<file path="src/rtl/dbg_status_pkg.sv">
package dbg_status_pkg;
  localparam int CODE_W = 3;
  localparam int STAT_W = 8;

  localparam logic [CODE_W-1:0] CODE_IDLE  = 3'b000;
  localparam logic [CODE_W-1:0] CODE_ONE   = 3'b001;
  localparam logic [CODE_W-1:0] CODE_FINAL = 3'b100;

  // field positions inside the status word
  localparam int POS_FULL = 7;
  localparam int POS_XHIT = 6;
endpackage

</file>
<file path="src/rtl/dbg_seq_state.sv">
// Armed state and state-sequencer code.
module dbg_seq_state
  import dbg_status_pkg::*;
(
  input  logic              clk,
  input  logic              rst_n,
  input  logic              arm_wr,
  input  logic              disarm_sw,
  input  logic              trig_end,
  input  logic              seq_go,
  input  logic [CODE_W-1:0] seq_target,
  output logic              armed_o,
  output logic [CODE_W-1:0] code_o
);
  logic              armed_q;
  logic [CODE_W-1:0] code_q;
  logic              tgt_legal;

  // only idle-excluded legal codes are accepted as targets
  assign tgt_legal = (seq_target != CODE_IDLE) && (seq_target <= CODE_FINAL);

  always_ff @(posedge clk or negedge rst_n) begin
    if (!rst_n) begin
      armed_q <= 1'b0;
      code_q  <= CODE_IDLE;
    end else if (arm_wr) begin
      armed_q <= 1'b1;
      code_q  <= CODE_ONE;
    end else if (armed_q) begin
      if (trig_end) begin
        armed_q <= 1'b0;
        code_q  <= CODE_IDLE;
      end else if (disarm_sw) begin
        armed_q <= 1'b0;
      end else if (seq_go && tgt_legal) begin
        code_q <= seq_target;
      end
    end
  end

  assign armed_o = armed_q;
  assign code_o  = code_q;
endmodule

</file>
<file path="src/rtl/dbg_trace_track.sv">
// Trace line counter and sticky buffer-full flag.
module dbg_trace_track #(
  parameter int CNT_W      = 7,
  parameter int FULL_LINES = 64
) (
  input  logic clk,
  input  logic por_n,
  input  logic rst_all_n,
  input  logic sys_rst_n,
  input  logic armed_i,
  input  logic arm_wr,
  input  logic line_stored,
  output logic full_o
);
  localparam logic [CNT_W-1:0] LAST_BEFORE_FULL = CNT_W'(FULL_LINES - 1);

  logic [CNT_W-1:0] cnt_q;
  logic             full_q;
  logic             count_en;

  assign count_en = armed_i && line_stored && !arm_wr;

  // counter wraps naturally at 2**CNT_W
  always_ff @(posedge clk or negedge rst_all_n) begin
    if (!rst_all_n)    cnt_q <= '0;
    else if (arm_wr)   cnt_q <= '0;
    else if (count_en) cnt_q <= cnt_q + 1'b1;
  end

  // only power-on reset reaches this flop; system reset freezes it
  always_ff @(posedge clk or negedge por_n) begin
    if (!por_n)                                   full_q <= 1'b0;
    else if (!sys_rst_n)                          full_q <= full_q;
    else if (arm_wr)                              full_q <= 1'b0;
    else if (count_en && cnt_q == LAST_BEFORE_FULL) full_q <= 1'b1;
  end

  assign full_o = full_q;
endmodule

</file>
<file path="src/rtl/dbg_tag_flag.sv">
// Sticky external tag-hit flag.
module dbg_tag_flag (
  input  logic clk,
  input  logic rst_n,
  input  logic armed_i,
  input  logic arm_wr,
  input  logic ext_hit,
  output logic flag_o
);
  logic flag_q;

  always_ff @(posedge clk or negedge rst_n) begin
    if (!rst_n)                 flag_q <= 1'b0;
    else if (arm_wr)            flag_q <= 1'b0;
    else if (armed_i && ext_hit) flag_q <= 1'b1;
  end

  assign flag_o = flag_q;
endmodule

</file>
<file path="src/rtl/dbg_session_status.sv">
// Top: debug session status word.
module dbg_session_status
  import dbg_status_pkg::*;
#(
  parameter int CNT_W      = 7,
  parameter int FULL_LINES = 64
) (
  input  logic              clk,
  input  logic              por_n,
  input  logic              sys_rst_n,
  input  logic              arm_wr,
  input  logic              disarm_sw,
  input  logic              trig_end,
  input  logic              seq_go,
  input  logic [CODE_W-1:0] seq_target,
  input  logic              line_stored,
  input  logic              ext_hit,
  output logic [STAT_W-1:0] stat_o
);
  logic              rst_all_n;
  logic              armed_w;
  logic [CODE_W-1:0] code_w;
  logic              full_w;
  logic              xhit_w;

  assign rst_all_n = por_n & sys_rst_n;

  dbg_seq_state u_seq (
    .clk        (clk),
    .rst_n      (rst_all_n),
    .arm_wr     (arm_wr),
    .disarm_sw  (disarm_sw),
    .trig_end   (trig_end),
    .seq_go     (seq_go),
    .seq_target (seq_target),
    .armed_o    (armed_w),
    .code_o     (code_w)
  );

  dbg_trace_track #(
    .CNT_W      (CNT_W),
    .FULL_LINES (FULL_LINES)
  ) u_trace (
    .clk         (clk),
    .por_n       (por_n),
    .rst_all_n   (rst_all_n),
    .sys_rst_n   (sys_rst_n),
    .armed_i     (armed_w),
    .arm_wr      (arm_wr),
    .line_stored (line_stored),
    .full_o      (full_w)
  );

  dbg_tag_flag u_tag (
    .clk     (clk),
    .rst_n   (rst_all_n),
    .armed_i (armed_w),
    .arm_wr  (arm_wr),
    .ext_hit (ext_hit),
    .flag_o  (xhit_w)
  );

  // status word assembly
  always_comb begin
    stat_o                   = '0;
    stat_o[CODE_W-1:0]       = code_w;
    stat_o[POS_XHIT]         = xhit_w;
    stat_o[POS_FULL]         = full_w;
  end
endmodule

</file>
<file path="config.mk">
export PLATFORM = sky130hd
export DESIGN_NAME = dbg_session_status
export DESIGN_NICKNAME = d
export VERILOG_FILES = /design/src/rtl/dbg_status_pkg.sv /design/src/rtl/dbg_seq_state.sv /design/src/rtl/dbg_trace_track.sv /design/src/rtl/dbg_tag_flag.sv /design/src/rtl/dbg_session_status.sv
export SDC_FILE = /design/constraint.sdc
export NUM_CORES = 1
export LEC_CHECK = 0
export BUFFER_PORTS_ARGS = -buffer_cell sky130_fd_sc_hd__buf_2
export CELL_PAD_IN_SITES_DETAIL_PLACEMENT = 1
export CELL_PAD_IN_SITES_GLOBAL_PLACEMENT = 2
export CORE_ASPECT_RATIO = 1.2
export CORE_MARGIN = 3
export CORE_UTILIZATION = 29
export CTS_CLUSTER_DIAMETER = 60
export DETAILED_ROUTE_END_ITERATION = 7
export MAX_ROUTING_LAYER = met4
export PLACE_DENSITY_LB_ADDON = 0.12
export SYNTH_ARGS = -nofsm -noshare
export SYNTH_HDL_FRONTEND = slang
export SYNTH_SLANG_ARGS = --single-unit
</file>
<file path="constraint.sdc">
create_clock -name clk -period 1.9 [get_ports clk]
set_input_delay 0.095 -clock clk [delete_from_list [all_inputs] [get_ports clk]]
set_output_delay 0.095 -clock clk [all_outputs]
set_load 0.01 [all_outputs]
</file>
# Word level (Yosys, flattened, before mapping)

Index checks and enable logic that the tools add are counted.

Output and inout port bits: 8
Register bits: 13
Bits of input ports: 12
Logic and storage cells: 40

Multiplexer cells: 15
$add $sub $neg: 1
Reductions and logical operators: 15
Bitwise operators: 1
Eq/ne operators: 2
$lt $le $gt $ge: 1

Operators by type and width:

| cell                                                                    | count |
|---|---|
| 3-bit two-way mux                                                       | 5 |
| 7-bit two-way mux                                                       | 2 |
| 1-bit two-way mux                                                       | 8 |
| 2-bit nonzero test                                                      | 4 |
| 7-bit by 1-bit adder with 7-bit output, second input constant           | 1 |
| 7-bit by 6-bit == test with 1-bit output, second input constant         | 1 |
| 1-bit logical AND                                                       | 6 |
| 3-bit nonzero test                                                      | 2 |
| 3-bit <= comparator, second input constant                              | 1 |
| 3-bit by 2-bit inequality test with 1-bit output, second input constant | 1 |
| 3-bit AND reduction                                                     | 1 |
| 2-bit AND reduction                                                     | 1 |
| 1-bit AND                                                               | 1 |
| 1-bit zero test                                                         | 1 |

# Longest topological paths before layout

Gate-level depths: netlist of the first run.

Depth after elaboration: 8
Depth in mapped cells: 4
Mapped depth without buffers: 4

# By module

From an unflattened synthesis of the first run, not the netlist that was laid out.

Cells, all modules: 83
Area total of the unflattened synthesis: 737.0 um^2

By module, submodules not included:

| module             | area an instance (um^2) | instances | sequential area each (um^2) | cells each |
|---|---|---|---|---|
| dbg_trace_track    | 391.6                   | 1         | 200.2                       | 41 |
| dbg_seq_state      | 264.0                   | 1         | 100.1                       | 32 |
| dbg_session_status | 47.5                    | 1         | 0.0                         | 7 |
| dbg_tag_flag       | 33.8                    | 1         | 25.0                        | 3 |

# Least setup slack after synthesis of the first run

Ideal clock, no wire load.

Kind: flip-flop to flip-flop
From: register u_seq.armed_q (netlist: u_seq.armed_o)
To: register u_seq.code_q[0] (netlist: u_seq.code_o[0])
Clock period less this slack: 1.351 ns
Arrival time: 1.225 ns
Library setup time: 0.126 ns
Path slack: 0.549 ns
Required time: 1.774 ns
Stages on the path, launching flop included: 5
Path buffers: 1
Cells stage by stage: dfrtp_1 buf_6 and3b_4 a32o_1 a221o_1

Word-level cells in the longest chain between the ends: 2

Ends and longest elaborated chain:

| item                          | line                | source |
|---|---|---|
| from (decl)                   | dbg_seq_state.sv:15 | `logic armed_q;` |
| from (signal assigned)        | dbg_seq_state.sv:24 | `armed_q <= 1'b0;` |
| from (signal assigned)        | dbg_seq_state.sv:27 | `armed_q <= 1'b1;` |
| from (signal assigned)        | dbg_seq_state.sv:31 | `armed_q <= 1'b0;` |
| 2-bit nonzero test (no line)  | n/a                 |  |
| 3-bit AND reduction (no line) | n/a                 |  |
| to (signal assigned)          | dbg_seq_state.sv:36 | `code_q <= seq_target;` |
| to (decl)                     | dbg_seq_state.sv:16 | `logic [CODE_W-1:0] code_q;` |

No other way between the ends.
A chain may end at the register's enable or synchronous reset.

# Worst setup path after layout of the first run

From: register u_seq.armed_q (netlist: u_seq.armed_o)
To: register u_trace.cnt_q[6]

Word-level cells in the longest chain between the ends: 3

Ends and longest elaborated chain:

| item                           | line                  | source |
|---|---|---|
| 1-bit logical AND (2 in a row) | dbg_trace_track.sv:21 | `assign count_en = armed_i && line_stored && !arm_wr;` |
| 2-bit nonzero test (no line)   | n/a                   |  |
| to (signal assigned)           | dbg_trace_track.sv:27 | `else if (count_en) cnt_q <= cnt_q + 1'b1;` |
| to (decl)                      | dbg_trace_track.sv:17 | `logic [CNT_W-1:0] cnt_q;` |

No other way between the ends.

==> summary.md, run 1 <==
| Metric | Value |
|---|---|
| Post-CTS sizing | `0` |
| Rows | `19` |
| Area share of fa/ha/maj cells after synthesis | `1.689%` |
| Clk pin slew, worst setup/hold paths | `0.09 ns` |
| P_int | `401.1 uW` |
| Initial antenna violation count | `0` |
| Die ar. | `0.003199 mm^2` |
| Top routing layer used | `met4` |
| P per Cell Area | `643.2 mW/mm^2` |
| Clock skew | `0.006698 ns` |
| Vias | `615` |
| Met3 WL | `60 um` |
| ANT nets after route | `0` |
| Synth async-reset ratio | `100.0%` |
| Core box area | `0.002354 mm^2` |
| Finished Layout Cells | `127` |
| Crit path time final | `1.561 ns` |
| CTS tree | `yes` |
| Postcts setup bufs | `0` |
| Cts hold-fix bufs | `2` |
| Net switching power figure | `152.6 uW` |
| Reg area | `325.3 um^2` |
| Num CTS Buffers | `3` |
| Fillers | `281` |
| Largest net degree at the start of global routing | `16` |
| Number of synthesized flops with an enable pin | `0` |
| Total gr overflow | `0` |
| Sequential Power Share | `53.3%` |
| Met1 WL | `805 um` |
| Seq/Total Area, Yosys | `43.92%` |
| Worst setup SP type | `flop` |
| Worst slew pin tran | `0.5488 ns` |
| Slew Limit Headroom | `63.41%` |
| Detailed Place HPWL | `1291 um` |
| CTS sink count | `13` |
| H-tree levels | `1` |
| Ant. Diodes | `0` |
| Yosys reg bits | `13` |
| Most frequent cells in the layout | `16 x buf_2, 13 x dfrtp_1, 6 x nor2_1, 6 x a21oi_1, 5 x nand2_1` |
| First-pass GRT wire length | `2870 um` |
| Setup CP Type | `reg2reg` |
| Starting density of the core | `31.47%` |
| Critical Path Fanout Max | `9` |
| Vias in the first global route | `639` |
| I/O Pins | `20` |
| Post-DR wirelength/cell | `13.31 um` |
| Slew Limit Fails | `0` |
| Simple-gate portion of the synthesized area | `20.44%` |
| Most common library cell in the layout ignoring fill and taps | `buf_2` |
| Status | `finished clean` |
| Worst skew pair latency | `0.28 ns` |
| Max-Cap Viols | `0` |
| Port-buffer cells | `16` |
| Fraction of layout cells with a size suffix above 1 | `25.00%` |
| Post-route DRC | `0` |
| YS warnings | `0` |
| WL final | `1690 um` |
| Fmax | `640.6 MHz` |
| Total negative slack | `0 ns` |
| Cell count after synthesis | `79` |
| Mapped cell area | `740.7 um^2` |
| Worst EP required | `2.07 ns` |
| Max Root-Sink Buffers | `2` |
| Total GRT Usage | `12.77%` |
| Mux cell area share after synthesis | `1.520%` |
| Combinational power share | `14.3%` |
| Final hold vios | `0` |
| Max VDD drop | `0.3456 mV` |
| Post-synth cell types | `35` |
| Mean post-synth cell area | `9.376 um^2` |
| Top_reg_cell synth | `dfrtp_1` |
| Crit path DAT | `1.73 ns` |
| Root Driver | `clkbuf_4` |
| TritonRoute pass-1 iters | `4` |
| Placed cell count | `121` |
| Crit path capture type | `flop` |
| Final setup fails | `0` |
| Final nets | `110` |
| RePlAce Congestion | `0.7546` |
| Setup WS post-layout | `0.3389 ns` |
| Syn-to-layout area delta | `16.22%` |
| Leakage | `0.0003960 uW` |
| Hold Path Class | `in2reg` |
| RSZ-0062 raised after global routing | `false` |
| Largest family of logic cells by synthesized area | `compound AO/OA/AOI/OAI gates` |
| Clock power share | `32.4%` |
| Multi-input gate area | `355.3 um^2` |
| Post-synthesis compound-gate area fraction | `20.44%` |
| Pre-CTS WS | `0.3405 ns` |
| Final worst path period share | `82.17%` |
| Die width | `52.14 um` |
| Iteration-0 DRC Markers | `1` |
| Xor and xnor area share after synthesis | `2.365%` |
| Chip height | `61.36 um` |
| Vias per cell | `4.843` |
| Sw frac | `27.56%` |
| Metal2 WL | `804 um` |
==> final timing paths <==
path / endpoint / cells past startpoint / slack (ns) / startpoint
min in group asynchronous: u_trace.full_o$_DFFE_PN0P_ / 2 / 0.11 / por_n
worst min register to register: u_tag.flag_o$_DFFE_PN0P_ / 2 / 0.52 / u_tag.flag_o$_DFFE_PN0P_
worst min-delay path: u_tag.flag_o$_DFFE_PN0P_ / 3 / 0.05 / ext_hit
worst max register to register: u_trace.cnt_q[6]$_DFFE_PN0P_ / 3 / 0.34 / u_seq.armed_o$_DFF_PN0_
max in group asynchronous: u_seq.code_o[0]$_DFFE_PN0P_ / 3 / 1.08 / sys_rst_n
worst max-delay path: u_trace.cnt_q[6]$_DFFE_PN0P_ / 3 / 0.34 / u_seq.armed_o$_DFF_PN0_
==> area by class of cell <==
class	count	share of cell area (%)
Sequential cell	13	37.79
Timing Repair Buffer	18	11.63
Inverter	4	1.744
Tap cell	31	4.506
Multi-Input combinational cell	57	41.28
Clock buffer	4	3.052
==> cell families after synthesis <==
group                    after synthesis
AND/OR/NAND/NOR                       28
AO/OA/AOI/OAI                         22
flip-flops                            13
buffers and inverters                 11
XOR/XNOR                               2
adder cells (fa/ha/maj)                1
other                                  1
multiplexers                           1
==> Yosys cell counts, types with 2 or more instances <==
library cell  number  area, um^2
nand3_1            3       15.01
o211ai_1           2       15.01
or3_1              2       12.51
dfrtp_1           13       325.3
nor2_1             6       22.52
and2_1             2       12.51
a31o_2             2       17.52
inv_1              4       15.01
nor3_1             2       10.01
xor2_1             2       17.52
o21ai_0            4       20.02
nand2_1            5       18.77
buf_4              5       37.54
a21oi_1            6       30.03
==> stage by stage <==
step                utilization, %  hold slack (ns)  area (um^2)  total power [uW]
floorplan                        -          -0.2006        748.2             353.0
CTS                          36.58          0.06022        860.8             565.7
global route                 36.58          0.09129        860.8             588.4
finish                       36.58          0.05411        860.8             553.7
detailed placement           34.61          -0.1223        814.5             378.4
global placement             34.61          -0.1257        814.5             378.3
==> per-layer routing <==
layer	up-vias	GRT usage, %
li1	310	-
met1	288	15.77
met2	13	20.11
met3	4	2.179
met4	0	6.569
met5	-	-
==> power groups by stage <==
stage          Sequential, uW  Clock, uW  Combinational, uW
6_report                  295        179               79.2
5_1_grt                   297        200               91.4
4_1_cts                   295        190               80.9
3_5_place_dp              301          0               77.6
3_3_place_gp              300          0               78.0
2_1_floorplan             299          0               54.5
==> sequential cells by signal (all words and copies together) (netlist names) <==
signal / count
u_trace.cnt_q: 7
u_seq.armed_o: 1
u_tag.flag_o: 1
u_trace.full_o: 1
u_seq.code_o: 3
==> critical path, cell delays in order, from the launching register on <==
cell	delay, ns
dfrtp_1	0.52
nand3_1	0.22
nor3_1	0.34
mux2_2	0.38
Note: power is estimated with default switching activity, not from simulation.
==> run 2: changes to the inputs <==
- CORE_UTILIZATION: 29 -> 27
- clock period: 1.9 -> 1.35 ns (I/O delays scaled with it)
==> summary.md, run 2 (synthesized netlist as in run 1, its figures left out) <==
| Metric | Value |
|---|---|
| Core box area | `0.002577 mm^2 (+9.5%)` |
| Pre-CTS WS | `-0.05526 ns (-0.3958 ns)` |
| First-pass GRT wire length | `3098 um (+7.9%)` |
| Setup slack, reg-to-reg | `0.007 ns (-0.33 ns)` |
| Final Core Density | `37.04% (+0.46 points)` |
| Final worst path period share | `99.52% (+17 points)` |
| Worst slew pin tran | `0.5599 ns (+0.01113 ns)` |
| Root Driver | `clkbuf_4` |
| Die ar. | `0.003411 mm^2 (+6.6%)` |
| ANT nets after route | `0 (unchanged)` |
| P per Cell Area | `825.9 mW/mm^2 (+28%)` |
| Worst EP required | `1.51 ns (-0.56 ns)` |
| Starting density of the core | `28.74% (-2.7 points)` |
| Reg2reg start | `u_trace.cnt_q[0]$_DFFE_PN0P_` |
| RSZ-0062 raised after global routing | `true` |
| Slew Limit Headroom | `62.67% (-0.74 points)` |
| Worst skew pair latency | `0.28 ns (about the same)` |
| Hold depth | `3 (unchanged)` |
| Initial antenna violation count | `0 (unchanged)` |
| Hold path start | `ext_hit` |
| Ant. Diodes | `0 (unchanged)` |
| RePlAce Congestion | `0.7307 (-3.2%)` |
| Largest net degree at the start of global routing | `16 (unchanged)` |
| Post-DR wirelength/cell | `13.11 um (-1.5%)` |
| Fillers | `327 (+16%)` |
| Chip height | `63.38 um (+3.3%)` |
| Leakage | `0.0004314 uW (+8.9%)` |
| Critical Path Fanout Max | `2 (-7)` |
| I/O Pins | `20 (unchanged)` |
| Rows | `20 (+1)` |
| Max Root-Sink Buffers | `2 (unchanged)` |
| Max reg flops | `7 (unchanged)` |
| Final hold vios | `0 (unchanged)` |
| Clock skew | `0.006594 ns (-0.0001038 ns)` |
| Vias in the first global route | `717 (+12%)` |
| TritonRoute pass-1 iters | `4 (unchanged)` |
| Setup WS post-layout | `0.006547 ns (-0.3323 ns)` |
| Clk pin slew, worst setup/hold paths | `0.09 ns (about the same)` |
| Hold Path Class | `in2reg` |
| Max VDD drop | `0.3457 mV (about the same)` |
| Slew Limit Fails | `0 (unchanged)` |
| Register-to-Register Path Depth | `4 (+1)` |
| Total GRT Usage | `12.46% (-0.32 points)` |
| Iteration-0 DRC Markers | `4 (+3)` |
| Setup CP Type | `reg2reg` |
| Detailed Place HPWL | `1339 um (+3.7%)` |
| Most common library cell in the layout ignoring fill and taps | `buf_2` |
| WL final | `1783 um (+5.5%)` |
| Crit path time final | `1.343 ns (-0.2177 ns)` |
| Crit path DAT | `1.51 ns (-0.22 ns)` |
| Worst reg2reg endpoint | `u_trace.cnt_q[6]$_DFFE_PN0P_` |
| Status | `finished clean` |
| Die width | `53.82 um (+3.2%)` |
| Total negative slack | `0 ns (unchanged)` |
| Worst setup SP type | `flop` |
| Crit path capture type | `flop` |
| Max-Cap Viols | `0 (unchanged)` |
| Num CTS Buffers | `3 (unchanged)` |
| Biggest register | `u_trace.cnt_q` |
| Most frequent cells in the layout | `16 x buf_2, 12 x dfrtp_1, 6 x nor2_1, 6 x buf_4, 5 x nand2_1` |
| CTS tree | `yes` |
| CTS sink count | `13 (unchanged)` |
| Fraction of layout cells with a size suffix above 1 | `38.83% (+14 points)` |
| Min-Delay Endpoint | `u_tag.flag_o$_DFFE_PN0P_` |
| Total gr overflow | `0 (unchanged)` |
| Final setup fails | `0 (unchanged)` |
| Vias per cell | `5.007 (+3.4%)` |
| Port-buffer cells | `16 (unchanged)` |
| Multi-input gate area | `389.1 um^2 (+9.5%)` |
| Final nets | `117 (+6.4%)` |
| Vias | `681 (+11%)` |
| Post-route DRC | `0 (unchanged)` |
| H-tree levels | `1 (unchanged)` |
| Syn-to-layout area delta | `28.89%` |
| Reg area | `326.6 um^2 (+0.38%)` |
| Fmax | `744.4 MHz (+16%)` |
==> run 2: power breakdown <==
part / leakage [uW] / switching [uW] / internal [uW]
clock network: 0.0000150 / 130 / 114
registers: 0.000173 / 11.6 / 403
logic: 0.000244 / 71.3 / 58.4
total: 0.000431 / 213 / 576
==> run 2: metrics by stage <==
stage | total power [uW] | std cells | hold WS, ns | cell area, um^2
6_report | 788.5 | 136 | 0.02604 | 954.7
4_1_cts | 795.4 | 135 | 0.02751 | 923.4
3_3_place_gp | 542.4 | 128 | -0.1529 | 854.6
2_1_floorplan | 496.8 | 81 | -0.2281 | 748.2
5_1_grt | 841.1 | 136 | 0.07900 | 954.7
3_5_place_dp | 542.6 | 128 | -0.1501 | 854.6
==> run 2: critical path, cell delays in order, from the launching register on <==
cell and delay [ns]:
dfrtp_1 0.37, ha_2 0.19, nand3_2 0.08, nor3_2 0.24
mux2_2 0.35
==> run 2: worst max path at each step <==
stage                                       from                            to  slack (ns)  depth (start not counted)
floorplan           u_trace.cnt_q[0]$_DFFE_PN0P_  u_trace.cnt_q[6]$_DFFE_PN0P_       0.005                          4
global placement         u_seq.armed_o$_DFF_PN0_  u_trace.cnt_q[6]$_DFFE_PN0P_      -0.005                          3
detailed placement       u_seq.armed_o$_DFF_PN0_  u_trace.cnt_q[6]$_DFFE_PN0P_       -0.06                          3
CTS                      u_seq.armed_o$_DFF_PN0_   u_seq.code_o[0]$_DFFE_PN0P_       0.007                          3
global route        u_trace.cnt_q[0]$_DFFE_PN0P_  u_trace.cnt_q[6]$_DFFE_PN0P_       -0.04                          4
finish              u_trace.cnt_q[0]$_DFFE_PN0P_  u_trace.cnt_q[6]$_DFFE_PN0P_       0.007                          4
==> run 2: metal layers <==
metal  global-route usage, %  share of wire [%]  up-vias
li1                        -                  -      326
met1                   13.19                 41      338
met2                   21.06                 53       13
met3                   2.128                3.2        4
met4                   6.709                2.6        0
met5                       -                  0        -
==> run 2: final cells by class <==
class / count / share of cell area, %
well taps: 33 / 4.325
clock buffers: 4 / 2.752
flip-flops and latches: 13 / 34.21
inverters: 4 / 1.573
multi-input cells: 57 / 40.76
repair buffers: 25 / 16.38
==> run 2: repair_timing <==
action                                  CTS  global route
pin swaps                                 1             5
gates resized for setup                   4             6
endpoints found under the hold margin    13             0
endpoints found under the setup margin    5             4
hold buffers                              2             0
setup buffers                             1             1
